### config.mk
export PLATFORM = sky130hd
export DESIGN_NAME = dup_timevote_adder
export DESIGN_NICKNAME = d
export VERILOG_FILES = /design/src/rtl/dtv_pkg.sv /design/src/rtl/dtv_ctrl.sv /design/src/rtl/dtv_copy.sv /design/src/rtl/dtv_samples.sv /design/src/rtl/dtv_judge.sv /design/src/rtl/dup_timevote_adder.sv
export SDC_FILE = /design/constraint.sdc
export NUM_CORES = 1
export LEC_CHECK = 0
export ABC_AREA = 1
export BUFFER_PORTS_ARGS = -buffer_cell sky130_fd_sc_hd__buf_4
export CAP_MARGIN = 25
export CORE_AREA = 2 2 151 153
export DETAILED_ROUTE_END_ITERATION = 10
export DIE_AREA = 0 0 153 155
export PLACE_DENSITY = 0.7
export SYNTH_ARGS = -nofsm -noshare
export SYNTH_HDL_FRONTEND = slang
export SYNTH_HIERARCHICAL = 1
export SYNTH_SLANG_ARGS = --single-unit
### constraint.sdc
create_clock -name clk -period 2 [get_ports clk]
set_input_delay 0.2 -clock clk [delete_from_list [all_inputs] [get_ports clk]]
set_output_delay 0.2 -clock clk [all_outputs]
set_load 0.02 [all_outputs]
### src/rtl/dtv_pkg.sv
package dtv_pkg;

    typedef enum logic [1:0] {
        PH_IDLE   = 2'd0,
        PH_SAMP_T = 2'd1,
        PH_SAMP_D = 2'd2,
        PH_VOTE   = 2'd3
    } phase_e;

    typedef struct packed {
        logic load;
        logic cap_t;
        logic cap_d;
        logic cap_out;
    } ctrl_s;

    function automatic logic maj3(input logic x, input logic y, input logic z);
        return (x & y) | (x & z) | (y & z);
    endfunction

endpackage

### src/rtl/dtv_ctrl.sv
module dtv_ctrl
    import dtv_pkg::*;
(
    input  logic   clk,
    input  logic   rst,
    input  logic   go,
    output phase_e phase_o,
    output ctrl_s  ctl_o
);
    phase_e phase_q;

    always_ff @(posedge clk) begin
        if (rst) begin
            phase_q <= PH_IDLE;
        end else begin
            unique case (phase_q)
                PH_IDLE:   phase_q <= go ? PH_SAMP_T : PH_IDLE;
                PH_SAMP_T: phase_q <= PH_SAMP_D;
                PH_SAMP_D: phase_q <= PH_VOTE;
                PH_VOTE:   phase_q <= PH_IDLE;
                default:   phase_q <= PH_IDLE;
            endcase
        end
    end

    always_comb begin
        ctl_o.load    = (phase_q == PH_IDLE) && go;
        ctl_o.cap_t   = (phase_q == PH_SAMP_T);
        ctl_o.cap_d   = (phase_q == PH_SAMP_D);
        ctl_o.cap_out = (phase_q == PH_VOTE);
    end

    assign phase_o = phase_q;

    // a go seen while busy never restarts the sequence
    p_busy_ignores_go_r4: assert property (@(posedge clk) disable iff (rst)
        (phase_q != PH_IDLE && phase_q != PH_VOTE) |=> (phase_q != PH_SAMP_T));

    // the phase sequence advances one step per cycle once started
    p_sequence_r2: assert property (@(posedge clk) disable iff (rst)
        (phase_q == PH_SAMP_T) |=> (phase_q == PH_SAMP_D));

endmodule

### src/rtl/dtv_copy.sv
module dtv_copy #(
    parameter int WIDTH = 16,
    localparam int SW = WIDTH + 1
) (
    input  logic [WIDTH-1:0] a,
    input  logic [WIDTH-1:0] b,
    input  logic [SW-1:0]    flip,
    output logic [SW-1:0]    s
);
    logic [SW-1:0] raw;

    always_comb begin
        raw = {1'b0, a} + {1'b0, b};
        s   = raw ^ flip;
    end
endmodule

### src/rtl/dtv_samples.sv
module dtv_samples #(
    parameter int SW = 17
) (
    input  logic          clk,
    input  logic          rst,
    input  logic          cap_t,
    input  logic          cap_d,
    input  logic [SW-1:0] din,
    output logic [SW-1:0] smp_t,
    output logic [SW-1:0] smp_d
);
    always_ff @(posedge clk) begin
        if (rst) begin
            smp_t <= '0;
            smp_d <= '0;
        end else begin
            if (cap_t) smp_t <= din;
            if (cap_d) smp_d <= din;
        end
    end
endmodule

### src/rtl/dtv_judge.sv
module dtv_judge
    import dtv_pkg::*;
#(
    parameter int SW = 17
) (
    input  logic [SW-1:0] c0_t,
    input  logic [SW-1:0] c0_d,
    input  logic [SW-1:0] c1_t,
    input  logic [SW-1:0] c1_d,
    output logic [SW-1:0] voted,
    output logic          disagree
);
    logic          c0_ok;
    logic          c1_ok;
    logic [SW-1:0] trusted;

    always_comb begin
        c0_ok = (c0_t == c0_d);
        c1_ok = (c1_t == c1_d);
        if (c0_ok)      trusted = c0_d;
        else if (c1_ok) trusted = c1_d;
        else            trusted = c0_d;
    end

    for (genvar i = 0; i < SW; i++) begin : g_vote
        assign voted[i] = maj3(c0_d[i], c1_d[i], trusted[i]);
    end

    assign disagree = (c0_t != voted) || (c0_d != voted) ||
                      (c1_t != voted) || (c1_d != voted);

    // four identical samples give that value without a flag
    always_comb begin
        if (c0_t == c1_t && c0_d == c1_d && c0_t == c0_d) begin
            a_clean_r2: assert (voted == c0_d && !disagree);
        end
    end
endmodule

### src/rtl/dup_timevote_adder.sv
module dup_timevote_adder
    import dtv_pkg::*;
#(
    parameter int WIDTH = 16,
    localparam int SW = WIDTH + 1
) (
    input  logic             clk,
    input  logic             rst,
    input  logic             go,
    input  logic [WIDTH-1:0] opa,
    input  logic [WIDTH-1:0] opb,
    input  logic [SW-1:0]    flip0,
    input  logic [SW-1:0]    flip1,
    output logic             done,
    output logic [SW-1:0]    sum,
    output logic             mismatch
);
    phase_e            phase;
    ctrl_s             ctl;
    logic [WIDTH-1:0]  a_q;
    logic [WIDTH-1:0]  b_q;
    logic [SW-1:0]     flips  [2];
    logic [SW-1:0]     cp_out [2];
    logic [SW-1:0]     s_t    [2];
    logic [SW-1:0]     s_d    [2];
    logic [SW-1:0]     voted;
    logic              disagree;

    assign flips[0] = flip0;
    assign flips[1] = flip1;

    dtv_ctrl u_ctrl (
        .clk     (clk),
        .rst     (rst),
        .go      (go),
        .phase_o (phase),
        .ctl_o   (ctl)
    );

    always_ff @(posedge clk) begin
        if (rst) begin
            a_q <= '0;
            b_q <= '0;
        end else if (ctl.load) begin
            a_q <= opa;
            b_q <= opb;
        end
    end

    for (genvar k = 0; k < 2; k++) begin : g_copy
        dtv_copy #(.WIDTH(WIDTH)) u_copy (
            .a    (a_q),
            .b    (b_q),
            .flip (flips[k]),
            .s    (cp_out[k])
        );
        dtv_samples #(.SW(SW)) u_smp (
            .clk   (clk),
            .rst   (rst),
            .cap_t (ctl.cap_t),
            .cap_d (ctl.cap_d),
            .din   (cp_out[k]),
            .smp_t (s_t[k]),
            .smp_d (s_d[k])
        );
    end

    dtv_judge #(.SW(SW)) u_judge (
        .c0_t     (s_t[0]),
        .c0_d     (s_d[0]),
        .c1_t     (s_t[1]),
        .c1_d     (s_d[1]),
        .voted    (voted),
        .disagree (disagree)
    );

    always_ff @(posedge clk) begin
        if (rst) begin
            done     <= 1'b0;
            sum      <= '0;
            mismatch <= 1'b0;
        end else begin
            done <= ctl.cap_out;
            if (ctl.cap_out) begin
                sum      <= voted;
                mismatch <= disagree;
            end
        end
    end

    // completion pulse lasts one cycle
    p_done_pulse_r3: assert property (@(posedge clk) disable iff (rst)
        done |=> !done);

    // operands are frozen while samples are taken
    p_operands_frozen_r4: assert property (@(posedge clk) disable iff (rst)
        (phase == PH_SAMP_T) |=> ($stable(a_q) && $stable(b_q)));

    // a clean result is the true sum of the held operands
    p_clean_sum_r2: assert property (@(posedge clk) disable iff (rst)
        (done && !mismatch) |-> (sum == ({1'b0, a_q} + {1'b0, b_q})));

    // outputs hold between completions
    p_hold_r11: assert property (@(posedge clk) disable iff (rst)
        (!ctl.cap_out) |=> ($stable(sum) && $stable(mismatch)));

endmodule

# Word-level counts from Yosys, hierarchy flattened

Index checks and enable logic that the tools add are counted.

Bits in registers: 121
Input bits: 69
Output and inout bits: 19
Word-level logic and storage cells: 116

$add $sub $neg: 1
Equal/unequal tests: 9
Muxes and demuxes: 4
Bitwise logic cells: 87
Reduce and logical (&&, ||, !) cells: 5

Operators with widths:

| operator                                       | number |
|---|---|
| inequality test 17 bit                         | 4 |
| AND 1 bit                                      | 51 |
| == test 17 bit                                 | 2 |
| 2-to-1 mux 17 bit                              | 2 |
| OR 1 bit                                       | 34 |
| XOR 17 bit                                     | 2 |
| adder 16 x 16 -> 17 bit                        | 1 |
| one-hot mux 2 bit (4 select lines)             | 1 |
| == test 2 bit (second input constant)          | 2 |
| logical OR 1 bit                               | 3 |
| == test 2 x 1 -> 1 bit (second input constant) | 1 |
| logical NOT 2 bit                              | 1 |
| logical AND 1 bit                              | 1 |
| 2-to-1 mux 1 bit                               | 1 |

# Logic depth before layout (Yosys ltp)

Gate-level depths: netlist of run 1.

Depth after elaboration: 10
Mapped depth: 23
Depth with buffers taken out: 23

# By module

Netlist of run 1, hierarchy kept.

By module, submodules not included:

| module             | instances | cells an instance | area an instance (µm²) | seq. area each (µm²) |
|---|---|---|---|---|
| dtv_samples        | 2         | 199               | 1401.3                 | 680.7 |
| dtv_copy           | 2         | 210               | 1179.9                 | 0.0 |
| dtv_judge          | 1         | 497               | 2214.6                 | 0.0 |
| dup_timevote_adder | 1         | 320               | 2207.1                 | 1021.0 |
| dtv_ctrl           | 1         | 19                | 150.1                  | 40.0 |

# Worst setup path before layout of run 1

No wires, ideal clock.

Kind: flip-flop to flip-flop
Start point: register g_copy[1].u_smp.smp_d[10]
End point: register mismatch
Library setup time: 0.113 ns
Arrival: 2.008 ns
Required time: 1.887 ns
Setup slack: -0.121 ns
Stages on the path, launching flop included: 22
Path buffers: 2
Period minus slack after synthesis: 2.121 ns
Cell sequence: dfxtp_1 -> nand2_1 -> nand2_1 -> nand2_1 -> nor2_1 -> nand3_2 -> nor2_8 -> nand2_4 -> buf_6 -> buf_6 -> nand3_1 -> nand2_1 -> nor2_1 -> nand3b_1 -> nor2_1 -> nand2_1 -> nor2_1 -> nand2_1 -> inv_1 -> nand2_1 -> nand2_1 -> nor2_1

Word-level cells in the longest chain between the ends: 10
Elaborated cells between the ends (all ways): 79
Those cells by class: eq/ne (5); mux (2); bitwise (69); reduce/logical (3)

RTL lines:

| what                          | RTL line                 | text |
|---|---|---|
| start, declared               | dtv_samples.sv:10        | `output logic [SW-1:0] smp_d` |
| start signal, assigned        | dtv_samples.sv:18        | `if (cap_d) smp_d <= din;` |
| == test 17 bit                | dtv_judge.sv:19          | `c1_ok = (c1_t == c1_d);` |
| 2-to-1 mux 17 bit             | dtv_judge.sv:21          | `else if (c1_ok) trusted = c1_d;` |
| 2-to-1 mux 17 bit             | dtv_judge.sv:20          | `if (c0_ok) trusted = c0_d;` |
| AND 1 bit                     | dtv_pkg.sv:18            | `return (x & y) \| (x & z) \| (y & z);` |
| OR 1 bit (2 in a row)         | dtv_pkg.sv:18            |  |
| inequality test 17 bit        | dtv_judge.sv:29          | `assign disagree = (c0_t != voted) \|\| (c0_d != voted) \|\|` |
| logical OR 1 bit (2 in a row) | dtv_judge.sv:29          |  |
| logical OR 1 bit *            | dtv_judge.sv:30          | `(c1_t != voted) \|\| (c1_d != voted);` |
| named net disagree            | dup_timevote_adder.sv:27 | `logic disagree;` |
| end signal, assigned          | dup_timevote_adder.sv:86 | `mismatch <= disagree;` |
| end, declared                 | dup_timevote_adder.sv:16 | `output logic mismatch` |

The timed path passes the listed nets; every way through them passes the cells marked *.
A chain may end at the register's enable or synchronous reset.

# Worst setup path after layout of run 1

Start point: register g_copy[1].u_smp.smp_t[6]
End point: register mismatch

Word-level cells in the longest chain between the ends: 10
Elaborated cells between the ends (all ways): 78
Those cells by class: eq/ne (5); mux (2); bitwise (68); reduce/logical (3)

RTL lines:

| what                          | RTL line                 | text |
|---|---|---|
| start, declared               | dtv_samples.sv:9         | `output logic [SW-1:0] smp_t,` |
| start signal, assigned        | dtv_samples.sv:17        | `if (cap_t) smp_t <= din;` |
| == test 17 bit                | dtv_judge.sv:19          |  |
| 2-to-1 mux 17 bit             | dtv_judge.sv:21          |  |
| 2-to-1 mux 17 bit             | dtv_judge.sv:20          |  |
| AND 1 bit                     | dtv_pkg.sv:18            |  |
| OR 1 bit (2 in a row)         | dtv_pkg.sv:18            |  |
| inequality test 17 bit        | dtv_judge.sv:29          |  |
| logical OR 1 bit (2 in a row) | dtv_judge.sv:29          |  |
| logical OR 1 bit *            | dtv_judge.sv:30          |  |
| named net disagree            | dup_timevote_adder.sv:27 |  |

Marks and branches as above.

==> results of run 1 <==
==> sequential cells by signal, indices dropped and copies added, names as in the netlist <==
name and flops:
a_q 16, b_q 16, done 1, g_copy.u_smp/smp_d 34
g_copy.u_smp/smp_t 34, mismatch 1, sum 17, u_ctrl/phase_o 2
==> final cells by class <==
class / count / share of cell area, %
multi-input cells: 1214 / 48.3
flip-flops and latches: 121 / 19.4
clock buffers: 17 / 3.32
inverters: 271 / 7.94
repair buffers: 267 / 16.5
clock inverters: 14 / 1.74
well taps: 285 / 2.78
==> power breakdown <==
group,switching [µW],internal [µW]
combinational,6070,4250
clock,1230,2210
sequential,615,3100
==> metal layers <==
layer	wire [µm]	share of wire [%]	vias to the layer above	global-route usage, %
li1	-	-	5397	-
met1	13500	44	4741	32.4
met2	14600	47	294	44.2
met3	1710	5.5	75	4.37
met4	955	3.1	0	9.83
met5	0	0	-	0
==> how the worst min path moves through the flow <==
stage,slack [ps],cells past startpoint,end,from
after global placement,440,2,u_ctrl/phase_o[1]$_SDFF_PP0_,rst
after global routing,80,5,b_q[10]$_SDFFE_PP0P_,opb[10]
after CTS,50,5,a_q[13]$_SDFFE_PP0P_,opa[13]
after floorplan,270,1,u_ctrl/phase_o[1]$_SDFF_PP0_,rst
final,50,5,b_q[14]$_SDFFE_PP0P_,opb[14]
after detailed placement,440,2,done$_SDFF_PP0_,rst
==> through the flow <==
| step | setup WS [ps] | setup TNS (ps) | std cells | hold WS, ps | area (µm²) |
|---|---|---|---|---|---|
| final | -564 | -925 | 2189 | 52.9 | 12800 |
| after global routing | -771 | -4410 | 2189 | 77.1 | 12800 |
| after CTS | -531 | -908 | 2185 | 46.0 | 12500 |
| after detailed placement | -690 | -4060 | 2140 | 440 | 11500 |
| after global placement | -728 | -3330 | 2140 | 441 | 11500 |
| after floorplan | -93.9 | -93.9 | 1654 | 271 | 9760 |
==> repair_timing <==
action,4_1_cts,5_1_grt
endpoints found under the setup margin,40,50
hold buffers,1,0
pin swaps,21,47
resized for setup,56,110
buffers inserted,14,4
endpoints found under the hold margin,2,0
==> worst max-delay path: stages (launching register included) <==
cell and delay [ps]:
dfxtp_4 360, inv_2 70, nand2_2 60, nand2_4 80
nand2_2 70, nor2_4 110, nand3_4 110, nor2_8 190
nand2_4 110, buf_4 140, buf_4 140, nand3_1 140
nand2_1 110, nor2_1 90, nand2_1 60, inv_1 80
nand2_2 70, nor2_2 80, nand2_1 60, nor2_1 80
nand2_1 50, inv_1 40, nand2_1 40, nand2_1 70
nor2_1 40
==> cell families (layout without fill, tap and decap cells) <==
group | Yosys count | count (layout) | synth area share (%)
AND/OR/NAND/NOR | 1084 | 1084 | 47.1
buffers and inverters | 319 | 569 | 15.7
flip-flops | 121 | 121 | 24.9
XOR/XNOR | 58 | 58 | 5.22
adder cells (fa/ha/maj) | 39 | 39 | 5.17
AO/OA/AOI/OAI | 33 | 33 | 2.02
==> layout by cell type (no fill, tap or decap), types with 4 or more instances in the layout <==
cell type and instances:
a21oi_1 10, a21oi_2 10, buf_12 6, buf_4 251, buf_6 8, bufinv_16 5
clkbuf_16 17, clkinv_4 5, dfxtp_1 85, dfxtp_2 29, dfxtp_4 7, ha_1 27
ha_2 5, ha_4 5, inv_1 218, inv_2 53, nand2_1 557, nand2_2 69
nand2_4 12, nand3_1 77, nand3_2 6, nand3b_1 20, nand4_1 21, nor2_1 262
nor2_2 37, nor2_4 4, nor3_2 8, o21ai_0 4, o21ai_1 6, xnor2_1 13
xor2_1 41
==> results.sh, run 1 <==
export IMPL_drive_gt1_share_pct=29.1
export IMPL_yosys_most_used_dff="dfxtp_1"
export IMPL_core_area_um2=22200
export IMPL_clockBufferDepth=2
export IMPL_regArea_um2=2480
export IMPL_place_gp_congestion=0.973
export IMPL_final_core_util_pct=57.6
export IMPL_crit_end="mismatch$_SDFFE_PP0P_"
export IMPL_cts_made_buffers=17
export IMPL_insertion_delay_ps=430
export IMPL_syn_nets=1762
export IMPL_setup_ws_ps=-564
export IMPL_grt_usage_pct=25.7
export IMPL_slew_headroom_pct=51.8
export IMPL_yosys_warnings=6
export IMPL_hold_class="input pin to flop"
export IMPL_r2r_end="mismatch$_SDFFE_PP0P_"
export IMPL_yosys_top_cells_count="nand2_1, nor2_1, inv_1"
export IMPL_violations="negative setup slack"
export IMPL_final_fill_count=2175
export IMPL_clk_pin_slew_ps=70
export IMPL_io_buffers=87
export IMPL_period_needed_ps=2560
export IMPL_drv_slew=0
export IMPL_clock_sinks=121
export IMPL_antenna_found_initial=0
export IMPL_vdd_drop_max_v=0.000593
export IMPL_die_y_um=155
export IMPL_synth_edff_count=0
export IMPL_worst_r2r_setup_slack_ps=-560
export IMPL_initial_core_util_pct=43.8
export IMPL_outcome="finished with violations"
export IMPL_ant_nets=0
export IMPL_grt_max_degree=69
export IMPL_crit_fanout=5
export IMPL_finalSetupViolCount=12
export IMPL_synth_seq_area_share_pct=24.9
export IMPL_timing_final_crit_share_pct=128
export IMPL_num_rows=55
export IMPL_firstDrtPassIters=5
export IMPL_antenna_cells=0
export IMPL_synth_cell_type_count=36
export IMPL_syn_inst=1654
export IMPL_power_uw=17500
export IMPL_netlist_area_leader_share_pct=24.9
export IMPL_final_nets=2000
export IMPL_synth_most_common_cell="nand2_1"
export IMPL_wl_per_cell_um=14.1
export IMPL_tightestPinTransition_ps=722
export IMPL_fp_dieW_um=153
export IMPL_arrival_ps=2880
export IMPL_wl_um=30800
export IMPL_route_vias_total=10500
export IMPL_powerDensity_nw_per_um2=1360
export IMPL_drc_errors=0
export IMPL_r2r_start="g_copy[1].u_smp/smp_t[6]$_SDFFE_PP0P_"
export IMPL_cp_startpoint="g_copy[1].u_smp/smp_t[6]$_SDFFE_PP0P_"
export IMPL_drt_iter0_drc=727
export IMPL_drt_vias_per_instance=4.80
export IMPL_htreeDepth=4
export IMPL_syn_area_um2=9730
export IMPL_grt_first_pass_wirelength_um=48500
export IMPL_finalClockSkew_ps=13.0
export IMPL_multi_input_area_um2=6190
export IMPL_r2r_cells=24
export IMPL_postSynthAreaPerCell_um2=5.89
export IMPL_die_area_um2=23700
export IMPL_required_ps=2320
export IMPL_maxCapViolations=0
export IMPL_ys_ff_latch=121
export IMPL_place_hpwl_um=23800
export IMPL_yosysTopAreaCell="dfxtp_1"
export IMPL_grt_pass1_vias=9807
export IMPL_synth_area_leaders="dfxtp_1, nand2_1, nor2_1"
export IMPL_ys_async_sr_fraction_pct=0
export IMPL_cp_end_kind="flop"
export IMPL_rsz0062_at_grt="true"
export IMPL_crit_type="flop to flop"
export IMPL_root_buffer="clkbuf_16"
export IMPL_clock_fmax_mhz=390
export IMPL_power_leakage_uw=0.00696
export IMPL_cts_tree="done"
export IMPL_worstSetupStartpointType="flop"
export IMPL_io_pins=88
export IMPL_gr_total_overflow=0
export IMPL_hold_viol=0
export IMPL_area_delta_synth_final_pct=31.6
No activity file was read; power rests on OpenSTA's default activity.
==> run 2: changes to the inputs <==
--- a/config.mk
+++ b/config.mk
@@ -8,10 +8,12 @@
 export ABC_AREA = 1
 export BUFFER_PORTS_ARGS = -buffer_cell sky130_fd_sc_hd__buf_4
 export CAP_MARGIN = 25
-export CORE_AREA = 2 2 151 153
+export CORE_AREA = 2 2 135 170
 export DETAILED_ROUTE_END_ITERATION = 10
-export DIE_AREA = 0 0 153 155
+export DIE_AREA = 0 0 137 172
+export HOLD_SLACK_MARGIN = 0.03
 export PLACE_DENSITY = 0.7
+export SKIP_LAST_GASP = 1
 export SYNTH_ARGS = -nofsm -noshare
 export SYNTH_HDL_FRONTEND = slang
 export SYNTH_HIERARCHICAL = 1
==> run 2 against run 1 <==
Highest routed layer unchanged. Worst setup slack got worse by 34 ps. Core utilization increased by 2.2 points. Final area increased by 2.6%. Via count increased by 1.2%. Combinational power increased by 4%. The run still ends with negative setup slack left.
==> results.sh, run 2 (synthesized netlist as in run 1, its figures left out) <==
export IMPL_worstSetupStartpointType="flop"
export IMPL_arrival_ps=2910
export IMPL_ant_nets=0
export IMPL_final_nets=2023
export IMPL_drt_vias_per_instance=4.81
export IMPL_clock_fmax_mhz=385
export IMPL_maxCapViolations=0
export IMPL_outcome="finished with violations"
export IMPL_drive_gt1_share_pct=31.7
export IMPL_cts_tree="done"
export IMPL_wl_per_cell_um=14.9
export IMPL_cp_end_kind="flop"
export IMPL_insertion_delay_ps=420
export IMPL_slew_headroom_pct=60.5
export IMPL_top_regs="g_copy.u_smp/smp_d x34, g_copy.u_smp/smp_t x34, sum x17"
export IMPL_gr_usage_met1_pct=30.7
export IMPL_firstDrtPassIters=5
export IMPL_clk_pin_slew_ps=60
export IMPL_violations="negative setup slack"
export IMPL_final_cell_mix="nand2_1, buf_4, nor2_1"
export IMPL_tightestPinTransition_ps=591
export IMPL_rsz0062_at_grt="true"
export IMPL_drv_slew=0
export IMPL_gr_total_overflow=0
export IMPL_core_area_um2=22000
export IMPL_timing_final_crit_share_pct=130
export IMPL_place_hpwl_um=25200
export IMPL_crit_type="flop to flop"
export IMPL_power_leakage_uw=0.00710
export IMPL_htreeDepth=4
export IMPL_area_delta_synth_final_pct=35.1
export IMPL_hold_class="input pin to flop"
export IMPL_antenna_found_initial=0
export IMPL_die_y_um=172
export IMPL_fin_setup_tns_ps=-1310
export IMPL_fp_dieW_um=137
export IMPL_grt_usage_pct=28.4
export IMPL_route_vias_total=10600
export IMPL_initial_core_util_pct=44.3
export IMPL_grt_first_pass_wirelength_um=51100
export IMPL_drt_iter0_drc=715
export IMPL_io_buffers=87
export IMPL_required_ps=2310
export IMPL_cts_made_buffers=17
export IMPL_antenna_cells=0
export IMPL_clock_sinks=121
export IMPL_place_gp_congestion=1.01
export IMPL_grt_pass1_vias=10100
export IMPL_top_usage_layer="met2"
export IMPL_die_area_um2=23600
export IMPL_num_rows=61
export IMPL_clockBufferDepth=2
export IMPL_vdd_drop_max_v=0.000717
export IMPL_drc_errors=0
export IMPL_wl_um=33000
export IMPL_final_core_util_pct=59.8
export IMPL_finalSetupViolCount=13
export IMPL_use_met2_pct=51.5
export IMPL_io_pins=88
export IMPL_pre_cts_ws_ps=-717
export IMPL_crit_fanout=7
export IMPL_grt_max_degree=69
export IMPL_hold_viol=0
export IMPL_period_needed_ps=2600
export IMPL_final_common_cell="nand2_1"
export IMPL_finalClockSkew_ps=11.9
export IMPL_root_buffer="clkbuf_16"
export IMPL_met3_usage_pct=3.40
export IMPL_setup_ws_ps=-598
export IMPL_powerDensity_nw_per_um2=1360
==> run 2: final cells by class <==
type,instances,area (µm²)
Sequential cell,121,2520
Fill cell,2154,8830
Timing Repair Buffer,289,2350
Multi-Input combinational cell,1215,6280
Inverter,271,1020
Clock buffer,20,457
Tap cell,283,354
Clock inverter,12,173
==> run 2: critical path: stages (launching register included) <==
cell,delay (ps)
dfxtp_4,360
inv_2,50
nand2_1,40
nand2_1,70
nand2_2,80
nor2_4,150
nand3_4,110
nor2_8,230
nand2_8,110
buf_6,160
buf_4,140
nand3_2,70
nand2_1,70
nor2_1,90
nand2_1,70
inv_1,70
nand2_2,60
nor2_2,110
nand2_1,60
nor2_1,100
nand2_1,60
inv_1,50
nand2_1,40
nand2_1,80
nor2_1,50
==> run 2: report_power, final <==
| part | switching [µW] | internal [µW] |
|---|---|---|
| clock network | 1180 | 2140 |
| logic | 6210 | 4500 |
| registers | 675 | 3130 |
==> run 2: timing repair <==
action / CTS / global route
endpoints found under the hold margin: 1 / 0
resized for setup: 63 / 154
pin swaps: 18 / 69
setup endpoints to repair: 28 / 54
gates cloned: 2 / 1
setup buffers: 30 / 3
hold buffers: 1 / 0
==> run 2: final timing paths <==
check	start	to	slack [ps]	depth (start not counted)
setup / recovery	g_copy[1].u_smp/smp_d[10]$_SDFFE_PP0P_	mismatch$_SDFFE_PP0P_	-600	24
hold / removal	opb[8]	b_q[8]$_SDFFE_PP0P_	70	5
setup reg to reg	g_copy[1].u_smp/smp_d[10]$_SDFFE_PP0P_	mismatch$_SDFFE_PP0P_	-600	24
hold reg to reg	sum[7]$_SDFFE_PP0P_	sum[7]$_SDFFE_PP0P_	470	2
==> run 2: per-stage QoR <==
| step | instances | total power, µW | hold WS, ps | area (µm²) |
|---|---|---|---|---|
| after global placement | 2142 | 13000 | 463 | 11600 |
| after detailed placement | 2142 | 13100 | 466 | 11600 |
| after global routing | 2211 | 19100 | 84.5 | 13100 |
| final | 2211 | 17800 | 65.8 | 13100 |
| after floorplan | 1654 | 9740 | 271 | 9760 |
| after CTS | 2207 | 17000 | 54.6 | 12600 |
==> run 2: layer usage <==
metal  up-vias  share of wire (%)
li1       5444                  -
met1      4751                 38
met2       338                 51
met3       103                3.9
met4         0                7.3
met5         -                  0
